<file path="config.mk">
export PLATFORM = sky130hd
export DESIGN_NAME = ddr_cmd_decoder
export DESIGN_NICKNAME = d
export VERILOG_FILES = /design/src/rtl/ddr_cmd_pkg.sv /design/src/rtl/ddr_cmd_pin_decode.sv /design/src/rtl/ddr_power_ctl.sv /design/src/rtl/ddr_bank_state.sv /design/src/rtl/ddr_mode_reg.sv /design/src/rtl/ddr_cmd_decoder.sv
export SDC_FILE = /design/constraint.sdc
export NUM_CORES = 1
export LEC_CHECK = 0
export BUFFER_PORTS_ARGS = -buffer_cell sky130_fd_sc_hd__buf_2
export CAP_MARGIN = 20
export CORE_AREA = 3 3 94 78
export DETAILED_ROUTE_END_ITERATION = 16
export DIE_AREA = 0 0 97 81
export HOLD_SLACK_MARGIN = 0.05
export PLACE_DENSITY = 0.75
export SYNTH_ARGS = -nofsm -noshare
export SYNTH_HDL_FRONTEND = slang
export SYNTH_SLANG_ARGS = --single-unit
</file>
<file path="constraint.sdc">
create_clock -name clk -period 3 [get_ports clk]
set_input_delay 0.15 -clock clk [delete_from_list [all_inputs] [get_ports clk]]
set_output_delay 0.15 -clock clk [all_outputs]
set_load 0.03 [all_outputs]
</file>
<file path="src/rtl/ddr_cmd_pkg.sv">
package ddr_cmd_pkg;

  typedef enum logic [3:0] {
    C_MRS, C_REF, C_PRE, C_ACT, C_WR, C_RD, C_BST, C_NOP, C_DESEL
  } cmd_e;

  typedef enum logic [1:0] {
    PS_NORMAL = 2'd0,
    PS_PDOWN  = 2'd1,
    PS_SREF   = 2'd2
  } pstate_e;

  localparam int unsigned STB_W   = 8;
  localparam int unsigned STB_NOP = 0;
  localparam int unsigned STB_ACT = 1;
  localparam int unsigned STB_RD  = 2;
  localparam int unsigned STB_WR  = 3;
  localparam int unsigned STB_PRE = 4;
  localparam int unsigned STB_BST = 5;
  localparam int unsigned STB_REF = 6;
  localparam int unsigned STB_MRS = 7;

  localparam int unsigned OPC_W   = 7;
  localparam logic [2:0]  BL_TWO  = 3'b001;
  localparam logic [2:0]  BL_FOUR = 3'b010;
  localparam logic [2:0]  CL_THREE = 3'b011;

endpackage

</file>
<file path="src/rtl/ddr_cmd_pin_decode.sv">
module ddr_cmd_pin_decode
  import ddr_cmd_pkg::*;
(
  input  logic cs_n,
  input  logic ras_n,
  input  logic cas_n,
  input  logic we_n,
  output cmd_e cmd
);

  always_comb begin
    if (cs_n) begin
      cmd = C_DESEL;
    end else begin
      case ({ras_n, cas_n, we_n})
        3'b000:  cmd = C_MRS;
        3'b001:  cmd = C_REF;
        3'b010:  cmd = C_PRE;
        3'b011:  cmd = C_ACT;
        3'b100:  cmd = C_WR;
        3'b101:  cmd = C_RD;
        3'b110:  cmd = C_BST;
        default: cmd = C_NOP;
      endcase
    end
  end

endmodule

</file>
<file path="src/rtl/ddr_power_ctl.sv">
module ddr_power_ctl
  import ddr_cmd_pkg::*;
(
  input  logic    clk,
  input  logic    rst_n,
  input  logic    cke,
  input  cmd_e    cmd,
  input  logic    all_closed,
  output logic    issue,
  output logic    pwr_err,
  output pstate_e pstate
);

  logic    cke_q;
  pstate_e st_q, st_d;

  wire idle_cmd = (cmd == C_DESEL) || (cmd == C_NOP);

  always_comb begin
    st_d    = st_q;
    issue   = 1'b0;
    pwr_err = 1'b0;
    case (st_q)
      PS_NORMAL: begin
        if (cke_q && cke) begin
          issue = 1'b1;
        end else if (cke_q && !cke) begin
          if (idle_cmd) begin
            st_d = PS_PDOWN;
          end else if ((cmd == C_REF) && all_closed) begin
            st_d = PS_SREF;
          end else begin
            pwr_err = 1'b1;
          end
        end
      end
      PS_PDOWN: begin
        if (cke) st_d = PS_NORMAL;
      end
      PS_SREF: begin
        if (!idle_cmd) pwr_err = 1'b1;
        if (cke) st_d = PS_NORMAL;
      end
      default: st_d = PS_NORMAL;
    endcase
  end

  always_ff @(posedge clk or negedge rst_n) begin
    if (!rst_n) begin
      cke_q <= 1'b1;
      st_q  <= PS_NORMAL;
    end else begin
      cke_q <= cke;
      st_q  <= st_d;
    end
  end

  assign pstate = st_q;

endmodule

</file>
<file path="src/rtl/ddr_bank_state.sv">
module ddr_bank_state #(
  parameter int unsigned BANK_W = 2,
  parameter int unsigned ROW_W  = 11,
  localparam int unsigned NBANK = 1 << BANK_W
) (
  input  logic                    clk,
  input  logic                    rst_n,
  input  logic                    act_en,
  input  logic [BANK_W-1:0]       act_bank,
  input  logic [ROW_W-1:0]        act_row,
  input  logic [NBANK-1:0]        close_mask,
  output logic [NBANK-1:0]        open_vec,
  output logic [NBANK*ROW_W-1:0]  rows
);

  for (genvar b = 0; b < NBANK; b++) begin : g_bank
    logic             open_q, open_d;
    logic [ROW_W-1:0] row_q;
    logic             hit;

    assign hit = act_en && (act_bank == BANK_W'(b));

    always_comb begin
      open_d = open_q;
      if (close_mask[b]) open_d = 1'b0;
      if (hit)           open_d = 1'b1;
    end

    always_ff @(posedge clk or negedge rst_n) begin
      if (!rst_n) begin
        open_q <= 1'b0;
      end else begin
        open_q <= open_d;
      end
    end

    always_ff @(posedge clk or negedge rst_n) begin
      if (!rst_n) begin
        row_q <= '0;
      end else if (hit) begin
        row_q <= act_row;
      end
    end

    assign open_vec[b]              = open_q;
    assign rows[b*ROW_W +: ROW_W]   = row_q;
  end

endmodule

</file>
<file path="src/rtl/ddr_mode_reg.sv">
module ddr_mode_reg
  import ddr_cmd_pkg::*;
(
  input  logic             clk,
  input  logic             rst_n,
  input  logic             load,
  input  logic [OPC_W-1:0] opcode,
  output logic             opcode_ok,
  output logic [2:0]       bl,
  output logic             bt,
  output logic [2:0]       cl
);

  logic [2:0] bl_q, cl_q;
  logic       bt_q;

  always_comb begin
    opcode_ok = ((opcode[2:0] == BL_TWO) || (opcode[2:0] == BL_FOUR)) &&
                (opcode[6:4] == CL_THREE);
  end

  always_ff @(posedge clk or negedge rst_n) begin
    if (!rst_n) begin
      bl_q <= BL_TWO;
      bt_q <= 1'b0;
      cl_q <= CL_THREE;
    end else if (load && opcode_ok) begin
      bl_q <= opcode[2:0];
      bt_q <= opcode[3];
      cl_q <= opcode[6:4];
    end
  end

  assign bl = bl_q;
  assign bt = bt_q;
  assign cl = cl_q;

endmodule

</file>
<file path="src/rtl/ddr_cmd_decoder.sv">
module ddr_cmd_decoder
  import ddr_cmd_pkg::*;
#(
  parameter int unsigned BANK_W = 2,
  parameter int unsigned ROW_W  = 11,
  parameter int unsigned COL_W  = 8,
  parameter int unsigned AP_BIT = 8,
  localparam int unsigned NBANK = 1 << BANK_W
) (
  input  logic                   clk,
  input  logic                   rst_n,
  input  logic                   cke,
  input  logic                   cs_n,
  input  logic                   ras_n,
  input  logic                   cas_n,
  input  logic                   we_n,
  input  logic [BANK_W-1:0]      ba,
  input  logic [ROW_W-1:0]       addr,
  output logic [STB_W-1:0]       cmd_strobe,
  output logic [BANK_W-1:0]      cmd_bank,
  output logic [COL_W-1:0]       cmd_col,
  output logic                   cmd_auto_pre,
  output logic [NBANK-1:0]       bank_open,
  output logic [NBANK*ROW_W-1:0] open_rows,
  output logic [1:0]             power_state,
  output logic [2:0]             burst_len,
  output logic                   burst_interleave,
  output logic [2:0]             cas_latency,
  output logic                   cmd_error
);

  cmd_e    cmd;
  pstate_e pst;
  logic    issue, pwr_err, mode_ok;
  logic    act_en, mrs_load, dec_err;
  logic [NBANK-1:0] close_mask, open_v;
  logic [STB_W-1:0] stb_d, stb_q;
  logic [BANK_W-1:0] bank_q;
  logic [COL_W-1:0]  col_q;
  logic              ap_q, err_q, err_d;

  wire all_closed  = (open_v == '0);
  wire bank_is_open = open_v[ba];

  ddr_cmd_pin_decode u_pins (
    .cs_n (cs_n), .ras_n(ras_n), .cas_n(cas_n), .we_n(we_n), .cmd(cmd)
  );

  ddr_power_ctl u_pwr (
    .clk       (clk),
    .rst_n     (rst_n),
    .cke       (cke),
    .cmd       (cmd),
    .all_closed(all_closed),
    .issue     (issue),
    .pwr_err   (pwr_err),
    .pstate    (pst)
  );

  ddr_bank_state #(.BANK_W(BANK_W), .ROW_W(ROW_W)) u_banks (
    .clk       (clk),
    .rst_n     (rst_n),
    .act_en    (act_en),
    .act_bank  (ba),
    .act_row   (addr),
    .close_mask(close_mask),
    .open_vec  (open_v),
    .rows      (open_rows)
  );

  ddr_mode_reg u_mode (
    .clk      (clk),
    .rst_n    (rst_n),
    .load     (mrs_load),
    .opcode   (addr[OPC_W-1:0]),
    .opcode_ok(mode_ok),
    .bl       (burst_len),
    .bt       (burst_interleave),
    .cl       (cas_latency)
  );

  // legality of a decoded command against bank and mode state
  always_comb begin
    stb_d      = '0;
    act_en     = 1'b0;
    close_mask = '0;
    mrs_load   = 1'b0;
    dec_err    = 1'b0;
    if (issue) begin
      case (cmd)
        C_DESEL, C_NOP: stb_d[STB_NOP] = 1'b1;
        C_ACT: begin
          if (bank_is_open) begin
            dec_err = 1'b1;
          end else begin
            act_en         = 1'b1;
            stb_d[STB_ACT] = 1'b1;
          end
        end
        C_RD, C_WR: begin
          if (!bank_is_open) begin
            dec_err = 1'b1;
          end else begin
            if (cmd == C_RD) stb_d[STB_RD] = 1'b1;
            else             stb_d[STB_WR] = 1'b1;
            if (addr[AP_BIT]) close_mask = NBANK'(1) << ba;
          end
        end
        C_PRE: begin
          stb_d[STB_PRE] = 1'b1;
          close_mask = addr[AP_BIT] ? '1 : (NBANK'(1) << ba);
        end
        C_BST: stb_d[STB_BST] = 1'b1;
        C_REF: begin
          if (all_closed) stb_d[STB_REF] = 1'b1;
          else            dec_err = 1'b1;
        end
        C_MRS: begin
          mrs_load = 1'b1;
          if (mode_ok) stb_d[STB_MRS] = 1'b1;
          else         dec_err = 1'b1;
        end
        default: stb_d = '0;
      endcase
    end
  end

  always_comb begin
    err_d = err_q | dec_err | pwr_err;
  end

  always_ff @(posedge clk or negedge rst_n) begin
    if (!rst_n) begin
      stb_q <= '0;
      err_q <= 1'b0;
    end else begin
      stb_q <= stb_d;
      err_q <= err_d;
    end
  end

  always_ff @(posedge clk or negedge rst_n) begin
    if (!rst_n) begin
      bank_q <= '0;
      col_q  <= '0;
      ap_q   <= 1'b0;
    end else if (issue) begin
      bank_q <= ba;
      col_q  <= addr[COL_W-1:0];
      ap_q   <= addr[AP_BIT];
    end
  end

  assign cmd_strobe   = stb_q;
  assign cmd_bank     = bank_q;
  assign cmd_col      = col_q;
  assign cmd_auto_pre = ap_q;
  assign bank_open    = open_v;
  assign power_state  = pst;
  assign cmd_error    = err_q;

endmodule

</file>
==> Yosys cells after proc, flatten, opt, wreduce, memory -nomap -nowiden <==
Cells that the tools add are included.
{ "totals": {"output_inout_bits": 77, "elab_cells": 126, "in_bits": 20, "register_bits": 78} }
{ "classes": {"shifts": 1, "bitwise": 2, "magnitude_cmp": 1, "n_mux": 53, "eq_ne": 26, "n_reduce_logical": 25} }
{ "op_table": {"columns": ["operator", "count"], "rows": [
  ["$mux 1", 34],
  ["$pmux 3 s7", 1],
  ["$mux 4", 5],
  ["$eq 4x3->1 const B", 4],
  ["$mux 2", 7],
  ["$eq 3x2->1 const B", 4],
  ["$eq 3x3->1 const B", 3],
  ["$logic_and 1x1->1", 9],
  ["$eq 4x2->1 const B", 2],
  ["$logic_not 4->1", 2],
  ["$mux 8", 1],
  ["$pmux 4 s2", 1],
  ["$reduce_bool 2->1", 4],
  ["$eq 2x2->1 const B", 3],
  ["$eq 3x1->1 const B", 2],
  ["$reduce_or 2->1", 3],
  ["$eq 2x1->1 const B", 2],
  ["$eq 4x1->1 const B", 1],
  ["$eq 4x4->1 const B", 1],
  ["$logic_not 2->1", 2],
  ["$ne 2x1->1 const B", 2],
  ["$pmux 1 s4", 1],
  ["$pmux 2 s2", 1],
  ["$reduce_and 4->1", 1],
  ["other kinds (10)", 12]
]} }

==> Depth between registers and ports, before layout <==
Gate-level depths: netlist of the first run.
{ "depth": {"ltp_word": 11, "mapped_depth": 7, "ltp_nobuf": 6} }

==> Hierarchy <==
From an unflattened synthesis of the first run, not the netlist that was laid out.
{ "unflattened": {"cells_unflattened": 235, "hier_area_um2": 3354.5} }
{ "modules_own_cells": {"columns": ["module", "cells_each", "area_per_inst_um2", "instances"], "rows": [
  ["ddr_bank_state", 112, 1920.6, 1],
  ["ddr_cmd_decoder", 73, 889.6, 1],
  ["ddr_mode_reg", 21, 286.5, 1],
  ["ddr_power_ctl", 25, 231.5, 1],
  ["ddr_cmd_pin_decode", 4, 26.3, 1]
]} }

==> Least setup slack after synthesis of the first run <==
OpenSTA, ideal clock, no wires.
{ "synth_timing": {"path_kind": "register to register", "from": "register u_pwr.st_q[0], in the netlist u_pwr.pstate[0]", "to": "register u_banks.g_bank[0].row_q[10]", "synth_period_minus_slack_ns": 2.311, "required_time_ns": 2.875, "t_arrival_ns": 2.186, "setup_ns": 0.125, "setup_slack_ns": 0.689, "stages_incl_launch_ff": 8, "cell_sequence": "dfrtp_1 > inv_1 > ha_1 > and4b_2 > nand4b_4 > or4_4 > buf_6 > mux2_4"} }
{ "synth_between": {"elab_chain_len": 4} }
{ "synth_lines": {"columns": ["item", "line", "rtl"], "rows": [
  ["from (decl)", "ddr_power_ctl.sv:15", "pstate_e st_q, st_d;"],
  ["from (signal assigned)", "ddr_power_ctl.sv:54", "st_q <= st_d;"],
  ["$logic_not 2->1", "ddr_power_ctl.sv:23", "case (st_q)"],
  ["$mux 1", "ddr_power_ctl.sv:23", null],
  ["$mux 1", "ddr_cmd_decoder.sv:89", "if (issue) begin"],
  ["$logic_and 1x1->1", "ddr_bank_state.sv:21", "assign hit = act_en && (act_bank == BANK_W'(b));"],
  ["to (signal assigned)", "ddr_bank_state.sv:41", "row_q <= act_row;"],
  ["to (decl)", "ddr_bank_state.sv:18", "logic [ROW_W-1:0] row_q;"]
]} }
Every way passes these cells.
A chain may end at the register's enable or synchronous reset.

==> Worst setup path in the final report of the first run <==
{ "layout_timing": {"from": "register u_pwr.st_q[0], in the netlist u_pwr.pstate[0]", "to": "register u_banks.g_bank[0].row_q[5]"} }
Same word-level chain as after synthesis.

==> impl_metrics.csv, run 1 <==
group,metric,value,unit
outcome,status,"complete, no violations",
die,rows,26,
die,die_area,7860,sq um
worst_setup_path,r2r-end,"u_banks.g_bank[0].row_q[5]",
sta,finalHoldViolations,0,
routing,routed_wl,7160,microns
worst_setup_path,critPathSlowestCell,"or4_4",
die,pin_count,97,
synthesis,syn_nets,241,
power,p_sw_share,28.9,%
clock_tree,cts_tree,"done",
synthesis,synth_edf_count,0,
power,leakagePower,2.21,nW
placed_design,dpl_cell_area,3750,sq um
worst_setup_path,worstPathCellList,"inv_1 -> ha_1 -> and4b_2 -> nand4b_4 -> or4_4 -> mux2_4",
cells_and_area,n_antenna_cell,0,
routing,wl_per_cell,17.6,microns
power,p_comb_share,20.7,%
routing,dr.first_iter.drc_count,67,
cells_and_area,nFillCells,507,
routing,vias,2131,
worst_setup_path,r2r_cells,6,
cells_and_area,areaGrowthSynthToFinish,24.9,%
sta,finalSetupViolCount,0,
cells_and_area,fin_nets,339,
synthesis,synth_area_per_cell,14.7,sq um
cells_and_area,stdcell_area,4030,sq um
clock_tree,cts_buffer_depth,2,
worst_setup_path,criticalPathCategory,"reg2reg",
synthesis,ys_seq_elements,78,
synthesis,synth_cell_types,46,
worst_hold_path,holdPathStages,2,
die,die_w,97,microns
routing,avgViaCountPerCell,5.25,
clock_tree,cts_buffers,9,
synthesis,yosysSeqAreaShare,60.7,%
power,pwr-share-clk,35.6,%
routing,ant_nets,0,
cells_and_area,layout_commonest_cell,"buf_2",
sta,clock_skew,0.00367,ns
cells_and_area,drive_gt1_share,58.1,%
synthesis,ys_async_sr_fraction,100,%
worst_hold_path,min_path_type,"in2reg",
clock_tree,post_cts_resized,0,
clock_tree,insertion_delay,0.35,ns
worst_setup_path,arrival,2.56,ns
worst_setup_path,cp-start-kind,"flip-flop",
sta,slew_violations,0,
clock_tree,postCtsSetupBuffers,0,
placed_design,place.gp.congestion,0.829,
worst_setup_path,path_buf_inv,1,
placed_design,place_ws,0.701,ns
synthesis,synth_ff_type,"dfrtp_1",
routing,drc,0,
die,core,6410,sq um
placed_design,dp.cells,388,
power,p_switching,0.802,mW
sta,fin_crit_sh,77.3,%
worst_setup_path,reg2reg_from,"u_pwr.pstate[0]",
run,cap_viol_max_count,0,
clock_tree,clkSlewWorstSetupHoldPaths,0.08,ns
sta,timing.setup.tns,0,ns
clock_tree,cts_root_buf,"clkbuf_8",
sta,worstMarginPinSlew,0.952,ns
synthesis,syn_area,3230,sq um
sta,worst_slack,0.682,ns
worst_setup_path,endpoint_kind,"flip-flop",
routing,drt_first_pass_iters,4,
worst_hold_path,hp-start,"addr[9]",
power,pwr_density_cell,689,nW/um^2
worst_setup_path,rrSetupSlack,0.68,ns
clock_tree,clock-sinks,78,
global_routing,grt_max_degree,79,
sta,fmax,431,MHz
worst_setup_path,cp_num_cells,6,
synthesis,yosysWarnings,0,
sta,period_minus_slack,2.32,ns
sta,rsz0062_at_grt,"false",
global_routing,track_usage,19.6,%
placed_design,portBuffers,96,
power,internal-power,1.97,mW
clock_tree,htree_levels,3,
global_routing,grt_pass1_wl,11800,microns
die,die_h,81,microns
clock_tree,cts-hold-fix-buffers,2,
worst_setup_path,slowest_delay,0.59,ns
worst_hold_path,hold_path_end,"u_banks.g_bank[0].row_q[9]",
global_routing,overflow,0,
sta,relSlewSlack,36.5,%
cells_and_area,layout_common_cells,"buf_2 (95), dfrtp_1 (74), mux2_2 (48)",
synthesis,syn_inst,219,
die,start_util,50.3,%
global_routing,first_global_vias,2178,
power,vdd_drop_max,0.385,mV
worst_setup_path,critical_path.top_delay_family,"simple AND/OR/NAND/NOR gates",
worst_setup_path,crit_fanout,12,
power,power_frac_seq,43.7,%
global_routing,grt_antenna_before_repair,0,
cells_and_area,layout.cells.non_filler,406,
worst_setup_path,required,3.24,ns
placed_design,dpl.hpwl,4980,microns
[state kept, by name (all words and copies together) (netlist names)]
register / flops
cmd_col: 8
u_banks.g_bank.open_q: 4
cmd_error: 1
u_pwr.pstate: 2
cmd_bank: 2
cmd_auto_pre: 1
u_mode.bt: 1
u_pwr.cke_q: 1
cmd_strobe: 8
u_mode.cl: 3
u_banks.g_bank.row_q: 44
u_mode.bl: 3
[metal layers]
metal,part of all wire (%),global-route usage [%],wire [microns]
met1,46,25.9,3300
met2,45,30.2,3230
met3,8.0,8.33,571
met4,0.81,5.05,58
met5,0,0,0
[synth_stat cells (3+ instances only)]
library cell	number	area share, %
nor3_1	4	0.62
dfrtp_1	74	57
mux2_2	48	17
nor2b_1	3	0.58
mux2_4	9	4.2
buf_2	5	0.78
nand2b_1	3	0.58
inv_1	5	0.58
nand3_1	7	1.1
nand2_1	6	0.70
buf_4	4	0.93
nor2_1	5	0.58
dfstp_2	4	3.3
[power by group through the flow]
stage	clock (mW)	sequential [mW]	combinational, mW
5_1_grt	1.07	1.23	0.614
6_report	0.989	1.21	0.573
3_5_place_dp	0	1.23	0.573
3_3_place_gp	0	1.23	0.566
4_1_cts	1.01	1.21	0.580
2_1_floorplan	0	1.43	0.182
[how the worst max path moves through the flow]
stage / from / end / slack, ns
2_1_floorplan: u_pwr.pstate[0] / u_banks.g_bank[0].row_q[10] / 0.69
6_report: u_pwr.pstate[0] / u_banks.g_bank[0].row_q[5] / 0.68
3_3_place_gp: u_pwr.pstate[0] / u_banks.g_bank[0].row_q[4] / 0.77
5_1_grt: u_pwr.pstate[0] / u_banks.g_bank[0].open_q / 0.57
4_1_cts: u_pwr.pstate[0] / u_banks.g_bank[0].row_q[5] / 0.70
3_5_place_dp: u_pwr.pstate[0] / u_banks.g_bank[0].row_q[5] / 0.70
[logic make-up after synthesis]
kind of cell / synth area share, %
flip-flops: 60.7
multiplexers: 22.0
AND/OR/NAND/NOR: 9.35
adder cells (fa/ha/maj): 0.776
AO/OA/AOI/OAI: 3.76
XOR/XNOR: 0.272
buffers and inverters: 3.22
[layout make-up]
class                      count  area [sq um]  share of cell area, %
sequential                    78          1960                   48.6
multi-input combinational    123          1170                   29.0
timing repair buffer         100           518                   12.9
clock buffer                  13           169                   4.19
tap                           84           105                   2.61
clock inverter                 3          90.1                   2.24
inverter                       5          18.8                  0.466
[metrics by stage]
stage	hold slack [ns]	util [%]	total power, mW
after floorplan	-0.146	-	1.61
after global placement	0.299	58.5	1.79
after detailed placement	0.301	58.5	1.81
after CTS	0.0639	62.8	2.81
after global routing	0.0641	62.8	2.91
final	0.0770	62.8	2.78
No activity file was read; power rests on OpenSTA's default activity.
==> run 2, diff against run 1 <==
- CORE_AREA: 3 3 94 78 -> 3 3 98 81
- DIE_AREA: 0 0 97 81 -> 0 0 101 84
- PLACE_DENSITY: 0.75 -> 0.72
- clock period: 3 -> 1.9 ns (I/O delays scaled with it)
==> run 2 against run 1 <==
  * The flow now finishes with violations (setup timing)
  * Non-clock buffer count grew 35
  * Clock skew grew 0.0040 ns
  * Core utilization grew 1.2 points
  * Worst setup slack lost 0.83 ns
  * Final cell count grew 9.6%
  * Die area grew 8.0%
  * Critical endpoint is now u_banks.g_bank[0].row_q[9]
  * Clock-buffer cell count is the same
  * Worst hold slack lost 0.0029 ns
==> impl_metrics.csv, run 2 (synthesis gave the netlist of run 1 again) <==
group,metric,value,unit
sta,finalHoldViolations,0,
worst_setup_path,crit_fanout,12,
power,p_comb_share,24.0,%
placed_design,portBuffers,96,
global_routing,grt_pass1_wl,12900,microns
global_routing,grt_antenna_before_repair,0,
routing,ant_nets,0,
worst_hold_path,min_path_type,"in2reg",
power,vdd_drop_max,0.606,mV
cells_and_area,nFillCells,542,
power,p_switching,1.32,mW
sta,finalSetupViolCount,45,
sta,relSlewSlack,68.6,%
worst_setup_path,criticalPathCategory,"reg2reg",
sta,clock_skew,0.00772,ns
die,pin_count,97,
outcome,status,"finished, violations left",
clock_tree,cts_root_buf,"clkbuf_8",
worst_setup_path,r2r-end,"u_banks.g_bank[0].row_q[9]",
routing,dr.first_iter.drc_count,78,
routing,drt_first_pass_iters,4,
cells_and_area,layout_commonest_cell,"buf_2",
placed_design,place.gp.congestion,0.805,
power,leakagePower,2.42,nW
power,power_frac_seq,42.3,%
clock_tree,clkSlewWorstSetupHoldPaths,0.08,ns
global_routing,overflow,0,
worst_setup_path,cp-startpoint,"u_pwr.pstate[1]",
cells_and_area,largest_reg_flops,44,
clock_tree,insertion_delay,0.35,ns
sta,worstMarginPinSlew,0.470,ns
die,core,6960,sq um
cells_and_area,fin_nets,375,
sta,rsz0062_at_grt,"true",
power,pwr-share-clk,33.7,%
routing,vias,2348,
routing,drc,0,
routing,wl_per_cell,18.3,microns
clock_tree,clock-sinks,78,
die,start_util,46.4,%
worst_setup_path,cp-endpoint,"u_banks.g_bank[0].row_q[9]",
sta,slew_violations,0,
power,pwr_density_cell,1020,nW/um^2
die,rows,27,
clock_tree,cts_tree,"done",
cells_and_area,final_util,64.1,%
worst_setup_path,endpoint_kind,"flip-flop",
sta,timing.hold.ws,0.0741,ns
cells_and_area,drive_gt1_share,61.5,%
sta,period_minus_slack,2.05,ns
power,internal-power,3.21,mW
worst_setup_path,rrSetupSlack,-0.15,ns
clock_tree,cts_buffer_depth,2,
cells_and_area,layout_common_cells,"buf_2 (95), dfrtp_1 (72), mux2_4 (33)",
worst_setup_path,r2r_cells,6,
cells_and_area,n_antenna_cell,0,
global_routing,grt_max_degree,36,
die,die_area,8480,sq um
die,die_h,84,microns
sta,fin_crit_sh,108,%
global_routing,track_usage,19.9,%
run,cap_viol_max_count,0,
sta,fmax,488,MHz
worst_hold_path,hp-start,"addr[6]",
worst_setup_path,reg2reg_from,"u_pwr.pstate[1]",
sta,worst_slack,-0.150,ns
worst_setup_path,cp-start-kind,"flip-flop",
clock_tree,cts_buffers,9,
placed_design,dpl.hpwl,5580,microns
routing,avgViaCountPerCell,5.28,
global_routing,first_global_vias,2315,
cells_and_area,regMostFlops,"u_banks.g_bank.row_q",
power,p_sw_share,29.1,%
outcome,violations,"setup timing",
routing,routed_wl,8150,microns
worst_setup_path,arrival,2.28,ns
die,die_w,101,microns
cells_and_area,areaGrowthSynthToFinish,38.2,%
clock_tree,htree_levels,3,
worst_setup_path,required,2.13,ns
==> run 2: what timing repair did <==
action | 4_1_cts | 5_1_grt
pin swaps | 3 | 3
buffers inserted | 2 | 3
resized for setup | 16 | 15
endpoints found under the hold margin | 59 | 0
cloned | 1 | 0
hold buffers | 9 | 0
setup endpoints to repair | 48 | 49
==> run 2: power groups by stage <==
stage                     clock, mW  sequential [mW]  combinational, mW
after floorplan                   0             2.26              0.306
final                          1.53             1.92               1.09
after CTS                      1.56             1.92               1.04
after global placement            0             1.94              0.973
after global routing           1.64             1.93               1.15
after detailed placement          0             1.94              0.999
==> run 2: worst max-delay path, stage by stage (launching register included) <==
cell      delay (ns)
dfrtp_2         0.42
inv_2           0.07
ha_4            0.14
and4b_2         0.26
nand4b_4        0.11
or4_4           0.57
mux2_4          0.34
==> run 2: metal layers <==
metal / wire [microns] / track usage, % / up-vias
met5: 0 / 0 / -
met4: 54 / 4.11 / 0
met3: 689 / 7.94 / 8
met2: 3670 / 28.9 / 96
met1: 3740 / 28.1 / 1199
li1: - / - / 1045
==> run 2: worst min path at each step <==
stage / slack, ns / to / cells after the start
2_1_floorplan: -0.20 / cmd_auto_pre / 0
3_3_place_gp: 0.08 / u_mode.cl[2] / 1
3_5_place_dp: 0.08 / u_mode.cl[2] / 1
4_1_cts: 0.06 / u_banks.g_bank[3].row_q[6] / 2
5_1_grt: 0.06 / u_banks.g_bank[1].row_q[6] / 2
6_report: 0.07 / u_banks.g_bank[1].row_q[6] / 2
==> run 2: layout make-up <==
cell class / count / area [sq um] / share of cell area (%)
tap: 87 / 109 / 2.44
clock buffer: 13 / 159 / 3.56
inverter: 5 / 18.8 / 0.421
sequential: 78 / 1960 / 44.0
multi-input combinational: 124 / 1300 / 29.1
timing repair buffer: 135 / 826 / 18.5
clock inverter: 3 / 90.1 / 2.02
==> run 2: through the flow <==
stage	cell area (sq um)	cells	TNS, ns	total power, mW	worst slack [ns]
6_report	4460	445	-3.71	4.53	-0.150
5_1_grt	4460	445	-6.98	4.72	-0.207
4_1_cts	4380	442	-5.31	4.52	-0.174
3_5_place_dp	3950	414	-7.01	2.94	-0.174
3_3_place_gp	3950	414	-4.26	2.91	-0.116
2_1_floorplan	3240	219	-8.04	2.57	-0.269
==> run 3, diff against run 2 <==
- CORE_AREA: 3 3 98 81 -> 3 3 100 83
- DIE_AREA: 0 0 101 84 -> 0 0 103 86
- PLACE_DENSITY: 0.72 -> 0.71
- SYNTH_HIERARCHICAL: unset -> 1
==> run 3 against run 2 <==
  * The run still ends with setup timing left
  * Total power is 2.5% lower
  * Critical path depth stayed put
  * Die area is 4.4% higher
  * Global-route usage is 0.17 points higher
  * Register-to-register slack worse by 0.12 ns
  * Core utilization is 0.40 points lower
  * Clock-buffer cell count is 4 lower
  * Critical path type unchanged
==> impl_metrics.csv, run 3 <==
group,metric,value,unit
routing,ant_nets,0,
synthesis,synth_top_family_by_area,"multiplexers",
synthesis,synth_common_cells,"dfrtp_1 (74), mux2_2 (35), mux2_4 (21)",
sta,timing.hold.ws,0.0684,ns
worst_hold_path,hold_path_end,"cmd_col[0]",
worst_setup_path,required,2.14,ns
sta,timing.setup.tns,-10.23,ns
placed_design,place.gp.congestion,0.836,
worst_setup_path,criticalPathCategory,"reg2reg",
clock_tree,cts_buffer_depth,2,
routing,drc,0,
cells_and_area,largest_reg_flops,44,
cells_and_area,fin_nets,410,
routing,dr.first_iter.drc_count,129,
worst_setup_path,reg2reg_from,"u_banks/g_bank[3].open_q",
routing,avgViaCountPerCell,5.19,
synthesis,synth_cell_types,41,
sta,period_minus_slack,2.17,ns
sta,fin_crit_sh,114,%
power,pwr_density_cell,944,nW/um^2
synthesis,syn_nets,257,
worst_hold_path,min_path_type,"in2reg",
global_routing,first_global_vias,2545,
synthesis,synthTopCellsByArea,"dfrtp_1 (55%), mux2_2 (12%), mux2_4 (9.4%)",
synthesis,synth_top_cell_area_share,55.2,%
outcome,violations,"setup timing",
routing,wl_per_cell,18.0,microns
sta,fmax,460,MHz
die,die_w,103,microns
clock_tree,cts_buffers,9,
worst_setup_path,worstPathCellList,"mux4_2 -> nor4_4 -> buf_4 -> nand3b_1 -> buf_6 -> mux2_4",
cells_and_area,areaGrowthSynthToFinish,39.6,%
synthesis,synth_area_per_cell,14.3,sq um
routing,routed_wl,8710,microns
run,cap_viol_max_count,0,
cells_and_area,n_antenna_cell,0,
synthesis,ys_async_sr_fraction,100,%
power,p_total,4.42,mW
routing,vias,2508,
worst_setup_path,rrSetupSlack,-0.27,ns
synthesis,yosysSeqAreaShare,58.3,%
global_routing,grt_max_degree,46,
clock_tree,insertion_delay,0.36,ns
sta,finalHoldViolations,0,
cells_and_area,regMostFlops,"u_banks/g_bank.row_q",
worst_setup_path,r2r_cells,6,
global_routing,grt_antenna_before_repair,0,
worst_setup_path,cp-start-kind,"flip-flop",
power,leakagePower,2.52,nW
synthesis,muxShareOfSynthArea,23.1,%
die,rows,28,
global_routing,track_usage,20.0,%
worst_setup_path,slowest_delay,0.53,ns
clock_tree,clkSlewWorstSetupHoldPaths,0.08,ns
synthesis,synthAdderAreaFrac,0.746,%
sta,clock_skew,0.00901,ns
cells_and_area,layout_common_cells,"buf_2 (95), dfrtp_1 (72), buf_4 (42)",
synthesis,yosysTopAreaCell,"dfrtp_1",
sta,slew_violations,0,
worst_setup_path,endpoint_kind,"flip-flop",
cells_and_area,drive_gt1_share,61.6,%
power,vdd_drop_max,0.535,mV
sta,rsz0062_at_grt,"true",
synthesis,synth.most_common_cell,"dfrtp_1",
synthesis,synth_ff_type,"dfrtp_1",
synthesis,synth_edf_count,0,
die,pin_count,97,
synthesis,synth_xor_xnor_area_share,0.261,%
sta,worst_slack,-0.272,ns
synthesis,ys_seq_elements,78,
worst_setup_path,r2r-end,"u_banks/g_bank[2].row_q[4]",
global_routing,overflow,0,
worst_setup_path,crit_fanout,8,
worst_hold_path,holdPathStages,2,
die,die_h,86,microns
clock_tree,htree_levels,3,
placed_design,place_ws,-0.291,ns
synthesis,syn_area,3350,sq um
outcome,status,"finished, violations left",
sta,relSlewSlack,68.7,%
routing,drt_first_pass_iters,4,
worst_setup_path,critPathSlowestCell,"mux4_2",
worst_hold_path,hp-start,"addr[0]",
clock_tree,clock-sinks,78,
placed_design,portBuffers,96,
worst_setup_path,arrival,2.41,ns
die,core,7360,sq um
placed_design,dpl.hpwl,5870,microns
sta,worstMarginPinSlew,0.470,ns
global_routing,grt_pass1_wl,13400,microns
cells_and_area,layout_commonest_cell,"buf_2",
synthesis,yosysWarnings,6,
synthesis,synth-simple-area-share,9.40,%
sta,finalSetupViolCount,50,
synthesis,syn_inst,235,
worst_setup_path,cp-startpoint,"u_banks/g_bank[3].open_q",
clock_tree,cts_tree,"done",
die,die_area,8860,sq um
die,start_util,45.6,%
clock_tree,cts_root_buf,"clkbuf_8",
synthesis,synth-compound-area-share,3.99,%
==> run 3: cell count changes after synthesis, moves of 4 or more <==
cell / previous run / this run
nand3_1: 7 / 2
nor3_1: 4 / 0
a21oi_1: 2 / 7
nor2b_1: 3 / 7
mux2_4: 9 / 21
mux2_2: 48 / 35
inv_1: 5 / 10
==> run 3: how the worst max path moves through the flow <==
| stage | endpoint | cells past startpoint |
|---|---|---|
| 3_3_place_gp | u_banks/g_bank[0].row_q[6] | 5 |
| 5_1_grt | u_banks/g_bank[2].row_q[4] | 6 |
| 2_1_floorplan | u_banks/g_bank[0].row_q[10] | 6 |
| 6_report | u_banks/g_bank[2].row_q[4] | 6 |
| 4_1_cts | u_banks/g_bank[2].row_q[4] | 9 |
| 3_5_place_dp | u_banks/g_bank[0].row_q[10] | 5 |
==> run 3: kinds of logic (layout without fill, tap and decap cells) <==
| group | after synthesis | after routing |
|---|---|---|
| flip-flops | 78 | 78 |
| multiplexers | 61 | 61 |
| AND/OR/NAND/NOR | 48 | 48 |
| buffers and inverters | 23 | 181 |
| AO/OA/AOI/OAI | 22 | 22 |
| adder cells (fa/ha/maj) | 2 | 2 |
| XOR/XNOR | 1 | 1 |
==> run 3: area by class of cell <==
class / instances / area [sq um]
fillers: 572 / 2670
clock buffers: 9 / 124
clock inverters: 7 / 75.1
inverters: 10 / 37.5
well taps: 90 / 113
multi-input cells: 134 / 1380
repair buffers: 155 / 992
flip-flops and latches: 78 / 1960
==> run 3: metal layers <==
layer  up-vias  track usage, %  wire (microns)
li1       1128               -               -
met1      1258            27.7            4020
met2       116            29.5            3900
met3         6            8.46             736
met4         0            4.47              57
met5         -               0               0
==> run 3: repair_timing <==
item / CTS / global route
setup buffers: 7 / 11
endpoints found under the hold margin: 52 / 0
resized for setup: 27 / 5
hold buffers: 8 / 0
setup endpoints to repair: 55 / 56
pin swaps: 5 / 6
==> run 3: critical path: cells and delay by family (launching register included) <==
kind	cells	cell delay [ns]
muxes	2	0.83
DFF	1	0.39
buffers and inverters	2	0.39
and+or+nand+nor	2	0.45
==> run 3: per-stage QoR <==
stage / cell area [sq um] / std cells / utilization [%]
6_report: 4680 / 483 / 63.7
2_1_floorplan: 3390 / 235 / -
3_3_place_gp: 4140 / 442 / 56.3
3_5_place_dp: 4140 / 442 / 56.3
4_1_cts: 4570 / 472 / 62.2
5_1_grt: 4680 / 483 / 63.7
==> run 3: where the power goes <==
group / switching, mW / internal (mW)
combinational: 0.751 / 0.518
sequential: 0.0804 / 1.83
clock: 0.639 / 0.605
total: 1.47 / 2.95
